<file path="src/rtl/fgl_pkg.sv">
package fgl_pkg;

  localparam logic [15:0] ETYPE_CTAG  = 16'h8100;
  localparam logic [15:0] ETYPE_XTAG  = 16'h893B;
  localparam logic [11:0] UNTAGGED_VID = 12'd1;

  typedef struct packed {
    logic        valid;
    logic [11:0] vid;
    logic [23:0] label;
  } map_entry_t;

  typedef struct packed {
    logic       fine;
    logic       remap;
    logic [2:0] pcp;
    logic       dei;
  } port_cfg_t;

  // Builds a 16-bit label part from priority, drop-eligible bit and 12-bit ID.
  function automatic logic [15:0] pack_part(input logic [2:0] pcp, input logic dei,
                                            input logic [11:0] id);
    return {pcp, dei, id};
  endfunction

  // Upper-half values that may never appear on the wire.
  function automatic logic upper_reserved(input logic [11:0] x);
    return (x == 12'h000) || (x == 12'hFFF);
  endfunction

endpackage

</file>
<file path="src/rtl/fgl_map_table.sv">
module fgl_map_table
  import fgl_pkg::*;
#(
  parameter int NUM_PORTS = 4,
  parameter int DEPTH     = 8,
  localparam int PORT_W   = (NUM_PORTS > 1) ? $clog2(NUM_PORTS) : 1,
  localparam int IDX_W    = (DEPTH > 1) ? $clog2(DEPTH) : 1
) (
  input  logic              clk,
  input  logic              rst_n,
  input  logic              wr_en,
  input  logic [PORT_W-1:0] wr_port,
  input  logic [IDX_W-1:0]  wr_idx,
  input  map_entry_t        wr_entry,
  input  logic [PORT_W-1:0] lk_port,
  input  logic [11:0]       lk_vid,
  output logic              lk_hit,
  output logic [23:0]       lk_label
);

  map_entry_t tbl [NUM_PORTS][DEPTH];

  always_ff @(posedge clk or negedge rst_n) begin
    if (!rst_n) begin
      for (int p = 0; p < NUM_PORTS; p++)
        for (int e = 0; e < DEPTH; e++)
          tbl[p][e] <= '0;
    end else if (wr_en) begin
      tbl[wr_port][wr_idx] <= wr_entry;
    end
  end

  logic [DEPTH-1:0] match;
  logic [23:0]      cand [DEPTH];

  for (genvar g = 0; g < DEPTH; g++) begin : g_cmp
    assign match[g] = tbl[lk_port][g].valid && (tbl[lk_port][g].vid == lk_vid);
    assign cand[g]  = tbl[lk_port][g].label;
  end

  // Lowest index wins: scan downward so the last assignment is the lowest hit.
  always_comb begin
    lk_hit   = 1'b0;
    lk_label = '0;
    for (int i = DEPTH - 1; i >= 0; i--) begin
      if (match[i]) begin
        lk_hit   = 1'b1;
        lk_label = cand[i];
      end
    end
  end

endmodule

</file>
<file path="src/rtl/fgl_port_cfg.sv">
module fgl_port_cfg
  import fgl_pkg::*;
#(
  parameter int NUM_PORTS = 4,
  parameter int VLS_COUNT = 64,
  localparam int PORT_W   = (NUM_PORTS > 1) ? $clog2(NUM_PORTS) : 1
) (
  input  logic                 clk,
  input  logic                 rst_n,
  input  logic                 wr_en,
  input  logic [PORT_W-1:0]    wr_port,
  input  port_cfg_t            wr_cfg,
  input  logic                 vls_we,
  input  logic [VLS_COUNT-1:0] vls_in,
  input  logic [PORT_W-1:0]    rd_port,
  output port_cfg_t            rd_cfg,
  output logic [VLS_COUNT-1:0] vls_map
);

  port_cfg_t cfg [NUM_PORTS];

  always_ff @(posedge clk or negedge rst_n) begin
    if (!rst_n) begin
      for (int p = 0; p < NUM_PORTS; p++) cfg[p] <= '0;
      vls_map <= '0;
    end else begin
      if (wr_en)  cfg[wr_port] <= wr_cfg;
      if (vls_we) vls_map      <= vls_in;
    end
  end

  assign rd_cfg = cfg[rd_port];

endmodule

</file>
<file path="src/rtl/fgl_hdr_build.sv">
module fgl_hdr_build
  import fgl_pkg::*;
#(
  parameter int VLS_COUNT = 64
) (
  input  port_cfg_t            cfg,
  input  logic                 hit,
  input  logic [23:0]          label,
  input  logic [VLS_COUNT-1:0] vls_map,
  input  logic [11:0]          vid,
  input  logic [2:0]           pcp,
  input  logic                 dei,
  output logic [63:0]          hdr,
  output logic                 fine,
  output logic                 drop,
  output logic                 drop_miss,
  output logic                 drop_rsv,
  output logic                 drop_vls
);

  logic [11:0] up_x;
  logic [11:0] lo_y;
  logic [2:0]  tx_pcp;
  logic        tx_dei;
  logic        vls_hit;

  assign up_x   = label[23:12];
  assign lo_y   = label[11:0];
  assign tx_pcp = cfg.remap ? cfg.pcp : pcp;
  assign tx_dei = cfg.remap ? cfg.dei : dei;

  always_comb begin
    vls_hit = 1'b0;
    for (int k = 0; k < VLS_COUNT; k++)
      if (vls_map[k] && (up_x == 12'(k))) vls_hit = 1'b1;
  end

  assign fine      = cfg.fine;
  assign drop_miss = cfg.fine && !hit;
  assign drop_rsv  = cfg.fine && hit && upper_reserved(up_x);
  assign drop_vls  = cfg.fine && hit && vls_hit;
  assign drop      = drop_miss || drop_rsv || drop_vls;

  always_comb begin
    if (!cfg.fine)
      hdr = {ETYPE_CTAG, pack_part(pcp, dei, vid), 32'h0};
    else if (drop)
      hdr = '0;
    else
      hdr = {ETYPE_CTAG, pack_part(tx_pcp, tx_dei, up_x),
             ETYPE_XTAG, pack_part(pcp, dei, lo_y)};
  end

endmodule

</file>
<file path="src/rtl/fgl_ingress_encap.sv">
module fgl_ingress_encap
  import fgl_pkg::*;
#(
  parameter int NUM_PORTS = 4,
  parameter int DEPTH     = 8,
  parameter int VLS_COUNT = 64,
  localparam int PORT_W   = (NUM_PORTS > 1) ? $clog2(NUM_PORTS) : 1,
  localparam int IDX_W    = (DEPTH > 1) ? $clog2(DEPTH) : 1
) (
  input  logic                 clk,
  input  logic                 rst_n,
  input  logic                 cfg_tbl_we,
  input  logic [PORT_W-1:0]    cfg_tbl_port,
  input  logic [IDX_W-1:0]     cfg_tbl_idx,
  input  logic                 cfg_tbl_valid,
  input  logic [11:0]          cfg_tbl_vid,
  input  logic [23:0]          cfg_tbl_label,
  input  logic                 cfg_port_we,
  input  logic [PORT_W-1:0]    cfg_port_sel,
  input  logic                 cfg_port_fine,
  input  logic                 cfg_port_remap,
  input  logic [2:0]           cfg_port_pcp,
  input  logic                 cfg_port_dei,
  input  logic                 cfg_vls_we,
  input  logic [VLS_COUNT-1:0] cfg_vls_map,
  input  logic                 in_valid,
  output logic                 in_ready,
  input  logic [PORT_W-1:0]    in_port,
  input  logic                 in_tagged,
  input  logic [11:0]          in_vid,
  input  logic [2:0]           in_pcp,
  input  logic                 in_dei,
  output logic                 out_valid,
  input  logic                 out_ready,
  output logic [63:0]          out_hdr,
  output logic                 out_fine,
  output logic                 out_drop
);

  // Effective VLAN: untagged frames belong to VLAN 1.
  logic [11:0] eff_vid;
  assign eff_vid = in_tagged ? in_vid : UNTAGGED_VID;

  map_entry_t wr_entry;
  assign wr_entry = '{valid: cfg_tbl_valid, vid: cfg_tbl_vid, label: cfg_tbl_label};

  port_cfg_t wr_cfg;
  assign wr_cfg = '{fine: cfg_port_fine, remap: cfg_port_remap,
                    pcp: cfg_port_pcp, dei: cfg_port_dei};

  logic        lk_hit;
  logic [23:0] lk_label;

  fgl_map_table #(.NUM_PORTS(NUM_PORTS), .DEPTH(DEPTH)) u_table (
    .clk      (clk),
    .rst_n    (rst_n),
    .wr_en    (cfg_tbl_we),
    .wr_port  (cfg_tbl_port),
    .wr_idx   (cfg_tbl_idx),
    .wr_entry (wr_entry),
    .lk_port  (in_port),
    .lk_vid   (eff_vid),
    .lk_hit   (lk_hit),
    .lk_label (lk_label)
  );

  port_cfg_t           cur_cfg;
  logic [VLS_COUNT-1:0] vls_map;

  fgl_port_cfg #(.NUM_PORTS(NUM_PORTS), .VLS_COUNT(VLS_COUNT)) u_cfg (
    .clk     (clk),
    .rst_n   (rst_n),
    .wr_en   (cfg_port_we),
    .wr_port (cfg_port_sel),
    .wr_cfg  (wr_cfg),
    .vls_we  (cfg_vls_we),
    .vls_in  (cfg_vls_map),
    .rd_port (in_port),
    .rd_cfg  (cur_cfg),
    .vls_map (vls_map)
  );

  logic [63:0] nxt_hdr;
  logic        nxt_fine;
  logic        nxt_drop;
  logic        drop_miss;
  logic        drop_rsv;
  logic        drop_vls;

  fgl_hdr_build #(.VLS_COUNT(VLS_COUNT)) u_build (
    .cfg       (cur_cfg),
    .hit       (lk_hit),
    .label     (lk_label),
    .vls_map   (vls_map),
    .vid       (eff_vid),
    .pcp       (in_pcp),
    .dei       (in_dei),
    .hdr       (nxt_hdr),
    .fine      (nxt_fine),
    .drop      (nxt_drop),
    .drop_miss (drop_miss),
    .drop_rsv  (drop_rsv),
    .drop_vls  (drop_vls)
  );

  logic accept;
  assign in_ready = !out_valid || out_ready;
  assign accept   = in_valid && in_ready;

  always_ff @(posedge clk or negedge rst_n) begin
    if (!rst_n) begin
      out_valid <= 1'b0;
      out_hdr   <= '0;
      out_fine  <= 1'b0;
      out_drop  <= 1'b0;
    end else if (accept) begin
      out_valid <= 1'b1;
      out_hdr   <= nxt_hdr;
      out_fine  <= nxt_fine;
      out_drop  <= nxt_drop;
    end else if (out_ready) begin
      out_valid <= 1'b0;
    end
  end

  // Output stage handshake.
  p_hold_r11: assert property (@(posedge clk) disable iff (!rst_n)
    out_valid && !out_ready |=> out_valid && $stable(out_hdr) && $stable(out_drop) && $stable(out_fine));
  p_stall_r11: assert property (@(posedge clk) disable iff (!rst_n)
    out_valid && !out_ready |-> !in_ready);
  p_load_r11: assert property (@(posedge clk) disable iff (!rst_n)
    accept |=> out_valid);

  // Header content.
  p_etype_r1: assert property (@(posedge clk) disable iff (!rst_n)
    out_valid && out_fine && !out_drop |->
      out_hdr[63:48] == ETYPE_CTAG && out_hdr[31:16] == ETYPE_XTAG);
  p_orig_prio_r3: assert property (@(posedge clk) disable iff (!rst_n)
    accept && nxt_fine && !nxt_drop |=> out_hdr[15:12] == {$past(in_pcp), $past(in_dei)});
  p_zero_on_drop_r7: assert property (@(posedge clk) disable iff (!rst_n)
    out_valid && out_drop |-> out_hdr == 64'h0);
  p_miss_r7: assert property (@(posedge clk) disable iff (!rst_n)
    accept && drop_miss |=> out_drop);
  p_xrange_r8: assert property (@(posedge clk) disable iff (!rst_n)
    out_valid && out_fine && !out_drop |-> !upper_reserved(out_hdr[43:32]));
  p_rsv_r8: assert property (@(posedge clk) disable iff (!rst_n)
    accept && drop_rsv |=> out_drop);
  p_vls_r9: assert property (@(posedge clk) disable iff (!rst_n)
    accept && drop_vls |=> out_drop);
  p_plain_r10: assert property (@(posedge clk) disable iff (!rst_n)
    out_valid && !out_fine |-> !out_drop && out_hdr[31:0] == 32'h0 && out_hdr[63:48] == ETYPE_CTAG);

endmodule

</file>
<file path="config.mk">
export PLATFORM = sky130hd
export DESIGN_NAME = fgl_ingress_encap
export DESIGN_NICKNAME = d
export VERILOG_FILES = /design/src/rtl/fgl_pkg.sv /design/src/rtl/fgl_map_table.sv /design/src/rtl/fgl_port_cfg.sv /design/src/rtl/fgl_hdr_build.sv /design/src/rtl/fgl_ingress_encap.sv
export SDC_FILE = /design/constraint.sdc
export NUM_CORES = 2
export LEC_CHECK = 0
export BUFFER_PORTS_ARGS = -buffer_cell sky130_fd_sc_hd__clkbuf_2
export CORE_ASPECT_RATIO = 0.6
export CORE_MARGIN = 2
export CORE_UTILIZATION = 34
export CTS_BUF_LIST = sky130_fd_sc_hd__clkbuf_8
export CTS_CLUSTER_DIAMETER = 40
export CTS_CLUSTER_SIZE = 8
export DETAILED_ROUTE_END_ITERATION = 8
export GPL_ROUTABILITY_DRIVEN = 0
export PLACE_DENSITY = 0.54
export SLEW_MARGIN = 20
export SYNTH_ARGS = -nofsm -noshare
export SYNTH_HDL_FRONTEND = slang
export SYNTH_HIERARCHICAL = 1
export SYNTH_SLANG_ARGS = --single-unit
</file>
<file path="constraint.sdc">
create_clock -name clk -period 12.2 [get_ports clk]
set_input_delay 0 -clock clk [delete_from_list [all_inputs] [get_ports clk]]
set_output_delay 0 -clock clk [all_outputs]
set_load 0.05 [all_outputs]
</file>
==> impl_summary.log <==
INFO  metric status = complete, no violations
INFO  metric synth.cell_area = 0.0630 mm^2
INFO  metric detailroute.via_count = 38,101
INFO  metric p_per_area = 153 mW/mm^2
INFO  metric length_of_the_first_detailed_routing_pass_in_iterations = 5
INFO  metric routedWlPerCell = 27.1 um
INFO  metric ys_warn_count = 6
INFO  metric synthCells = 4,153
INFO  metric hold_violations = 0
INFO  metric die_h = 337 um
INFO  metric hold_buffers = 276
INFO  metric cts_tree = done
INFO  metric setup-violations-final = 0
INFO  metric hold_path_class = primary input to flip-flop
INFO  metric critical_path_launch_point_type = flip-flop
INFO  metric route.detailed.vias_per_inst = 5.39
INFO  metric floorplan.die_area = 0.189 mm^2
INFO  metric crit_path_end_kind = flip-flop
INFO  metric seq_power_share = 0.517
INFO  metric ctsLongestPathBuffers = 4
INFO  metric clk_root_buffer_cell = sky130_fd_sc_hd__clkbuf_8
INFO  metric totalWireLength = 192,000 um
INFO  metric cp_max_fo = 35
INFO  metric fillers = 17,153
INFO  metric total_leakage_power = 31.8 nW
INFO  metric syn_area_per_cell = 15.2 um^2
INFO  metric critPathBufInv = 3
INFO  metric max_freq = 0.144 GHz
INFO  metric postCtsResizedCells = 0
INFO  metric final_min_period_over_clock_period = 0.569
INFO  metric grt_residual_overflow = 0
INFO  metric actual_transition_at_the_worst_max_transition_pin = 1.09 ns
INFO  metric cp_data_required_time = 12.96 ns
INFO  metric design.final.nets = 4,698
INFO  metric p_int = 7.95 mW
INFO  metric io_buffers = 207
INFO  metric post-route-drc-count = 0
INFO  metric worstReg2RegStart = u_table/tbl[287]
INFO  metric final_max_slew_viols = 0
INFO  metric fin_total_pwr = 11.0 mW
INFO  metric power_switching_share = 0.277
INFO  metric post_cts_buffers = 0
INFO  metric min_period = 6.94 ns
INFO  metric syn_to_final_growth = 14.3%
INFO  metric grt_pass1_wl = 282,000 um
INFO  metric setup_tns = 0 ns
INFO  metric first_global_vias = 39,259
INFO  metric fraction_of_final_layout_cells_sized_beyond_drive_strength_1 = 0.486
INFO  metric clock_latency = 0.90 ns
INFO  metric p_clk_frac = 0.291
INFO  metric initial_cell_density_of_the_core = 0.342
INFO  metric core-area = 0.184 mm^2
INFO  metric timing.hold.worst.start = cfg_tbl_vid[4]
INFO  metric largest_delay_contributor_family_on_the_critical_path = simple AND/OR/NAND/NOR gates
INFO  metric cp_cell_sequence = mux4_2 > xor2_1 > nor4_1 > o2111ai_1 > nor2_4 > buf_4 > nand2_1 > a32oi_4 > buf_4 > nor2_1 > a32o_1 > a221o_1 > a221oi_2 > nand3_2 > a21oi_4 > buf_4 > and2_1 > mux2_2
INFO  metric power.ir.vdd_worst = 72.1 uV
INFO  metric drt_iter0_markers = 2,426
INFO  metric worst_setup_hold_path_clk_slew = 0.07 ns
INFO  metric timing.clock.skew = 0.0811 ns
INFO  metric rsz_0062_raised_after_global_routing = false
INFO  metric io-pin-count = 208
INFO  metric cap_viol_max_count = 0
INFO  metric criticalPathCategory = flip-flop to flip-flop
INFO  metric worst_ep_arrival_time = 7.71 ns
INFO  metric place_hpwl = 111,000 um
INFO  metric crit_path_top_delay_cell = sky130_fd_sc_hd__nor4_1
INFO  metric timing.critical_path.mode_cell = sky130_fd_sc_hd__buf_4
INFO  metric initial_antenna_violation_count = 11
INFO  metric route.antenna.remaining_nets = 0
INFO  metric grt_start_max_net_pins = 143
INFO  metric clock_sinks = 1,339
INFO  metric cts_htree_levels = 4
INFO  metric track_usage = 0.202
INFO  metric cts_made_buffers = 199
INFO  metric critical-path-max-stage-delay = 0.84 ns
INFO  metric placementRows = 122
INFO  metric crit_path_start = u_table/tbl[287]
INFO  metric combPwrFrac = 0.192
INFO  metric die_x = 560 um
INFO  metric p_switching = 3.05 mW
INFO  metric max_slew_margin = 0.274
[worst register-to-register path, stage by stage, from the launching register on]
cell	delay [ns]
sky130_fd_sc_hd__dfrtp_1	0.37
sky130_fd_sc_hd__mux4_2	0.48
sky130_fd_sc_hd__xor2_1	0.15
sky130_fd_sc_hd__nor4_1	0.84
sky130_fd_sc_hd__o2111ai_1	0.37
sky130_fd_sc_hd__nor2_4	0.83
sky130_fd_sc_hd__buf_4	0.47
sky130_fd_sc_hd__nand2_1	0.16
sky130_fd_sc_hd__a32oi_4	0.19
sky130_fd_sc_hd__buf_4	0.41
sky130_fd_sc_hd__nor2_1	0.25
sky130_fd_sc_hd__a32o_1	0.31
sky130_fd_sc_hd__a221o_1	0.37
sky130_fd_sc_hd__a221oi_2	0.24
sky130_fd_sc_hd__nand3_2	0.18
sky130_fd_sc_hd__a21oi_4	0.36
sky130_fd_sc_hd__buf_4	0.48
sky130_fd_sc_hd__and2_1	0.23
sky130_fd_sc_hd__mux2_2	0.13
[per-stage QoR]
stage / util / setup slack, ns / cell area (um^2) / instances / hold slack, ns
floorplan: - / 7.57 / 63100 / 4174 / -0.296
global placement: 0.360 / 4.65 / 66300 / 6560 / 0.0369
detailed placement: 0.360 / 4.83 / 66300 / 6561 / 0.0411
CTS: 0.391 / 5.25 / 72000 / 7065 / 0.00292
global route: 0.391 / 4.97 / 72000 / 7066 / 0.0350
finish: 0.391 / 5.26 / 72000 / 7071 / 0.0595
[power by group through the flow]
stage / Combinational, mW / Clock, mW / Sequential (mW)
5_1_grt: 2.27 / 3.53 / 5.77
6_report: 2.11 / 3.21 / 5.68
2_1_floorplan: 1.46 / 0 / 5.68
3_3_place_gp: 1.98 / 0 / 5.73
4_1_cts: 2.12 / 3.32 / 5.67
3_5_place_dp: 2.02 / 0 / 5.74
[layer usage]
| layer | up-vias | global-route usage | wire length (um) |
|---|---|---|---|
| li1 | 16075 | - | - |
| met1 | 20805 | 0.312 | 96600 |
| met2 | 971 | 0.294 | 82200 |
| met3 | 248 | 0.0361 | 9840 |
| met4 | 2 | 0.0383 | 3110 |
| met5 | - | 0.00350 | 97 |
[layout make-up]
| type | count | area [um^2] | area share |
|---|---|---|---|
| Antenna cell | 6 | 15.0 | 0.000208 |
| Sequential cell | 1339 | 33500 | 0.465 |
| Inverter | 31 | 116 | 0.00162 |
| Timing Repair Buffer | 589 | 4690 | 0.0651 |
| Multi-Input combinational cell | 2398 | 27600 | 0.384 |
| Clock buffer | 205 | 2820 | 0.0392 |
| Tap cell | 2480 | 3100 | 0.0431 |
| Clock inverter | 23 | 134 | 0.00186 |
[registers in the layout (all words and copies together), names as in the netlist]
signal and cells:
u_table/tbl 1184, u_cfg/vls_map 64, u_cfg/cfg 24, out_valid 1, out_drop 1, out_hdr 64
out_fine 1
[cells in the final DEF, fill, tap and decap left out, types with 7 or more instances in the layout]
master,instances
sky130_fd_sc_hd__conb_1,22
sky130_fd_sc_hd__a22o_1,12
sky130_fd_sc_hd__dfrtp_1,1339
sky130_fd_sc_hd__clkbuf_8,205
sky130_fd_sc_hd__a21oi_1,7
sky130_fd_sc_hd__nor2b_1,11
sky130_fd_sc_hd__nand2b_1,29
sky130_fd_sc_hd__nor3_1,7
sky130_fd_sc_hd__nand3_1,20
sky130_fd_sc_hd__nor2_1,14
sky130_fd_sc_hd__xor2_1,40
sky130_fd_sc_hd__o211ai_2,19
sky130_fd_sc_hd__xnor2_1,89
sky130_fd_sc_hd__buf_4,101
sky130_fd_sc_hd__nand2_2,17
sky130_fd_sc_hd__clkbuf_2,204
sky130_fd_sc_hd__inv_1,41
sky130_fd_sc_hd__a32o_1,7
sky130_fd_sc_hd__dlygate4sd3_1,275
sky130_fd_sc_hd__and2_1,30
sky130_fd_sc_hd__a2111oi_0,25
sky130_fd_sc_hd__nand2_1,47
sky130_fd_sc_hd__o211ai_1,8
sky130_fd_sc_hd__mux2_2,1306
sky130_fd_sc_hd__nand4_1,16
sky130_fd_sc_hd__a211oi_1,27
sky130_fd_sc_hd__mux2i_1,85
sky130_fd_sc_hd__and3_1,54
sky130_fd_sc_hd__nand3b_1,32
sky130_fd_sc_hd__o311ai_0,20
sky130_fd_sc_hd__mux4_1,7
sky130_fd_sc_hd__nor2_4,18
sky130_fd_sc_hd__mux4_2,260
sky130_fd_sc_hd__mux2_4,40
sky130_fd_sc_hd__a32oi_1,24
[worst paths after layout]
path	cells past startpoint	end	slack [ns]
max reg2reg	18	out_hdr[0]	5.26
min reg2reg	1	u_table/tbl[698]	0.50
min	2	u_table/tbl[842]	0.06
max	18	out_hdr[0]	5.26
min in group asynchronous	4	u_table/tbl[163]	0.40
max in group asynchronous	6	u_table/tbl[661]	9.28
(Power assumes the default switching activity.)
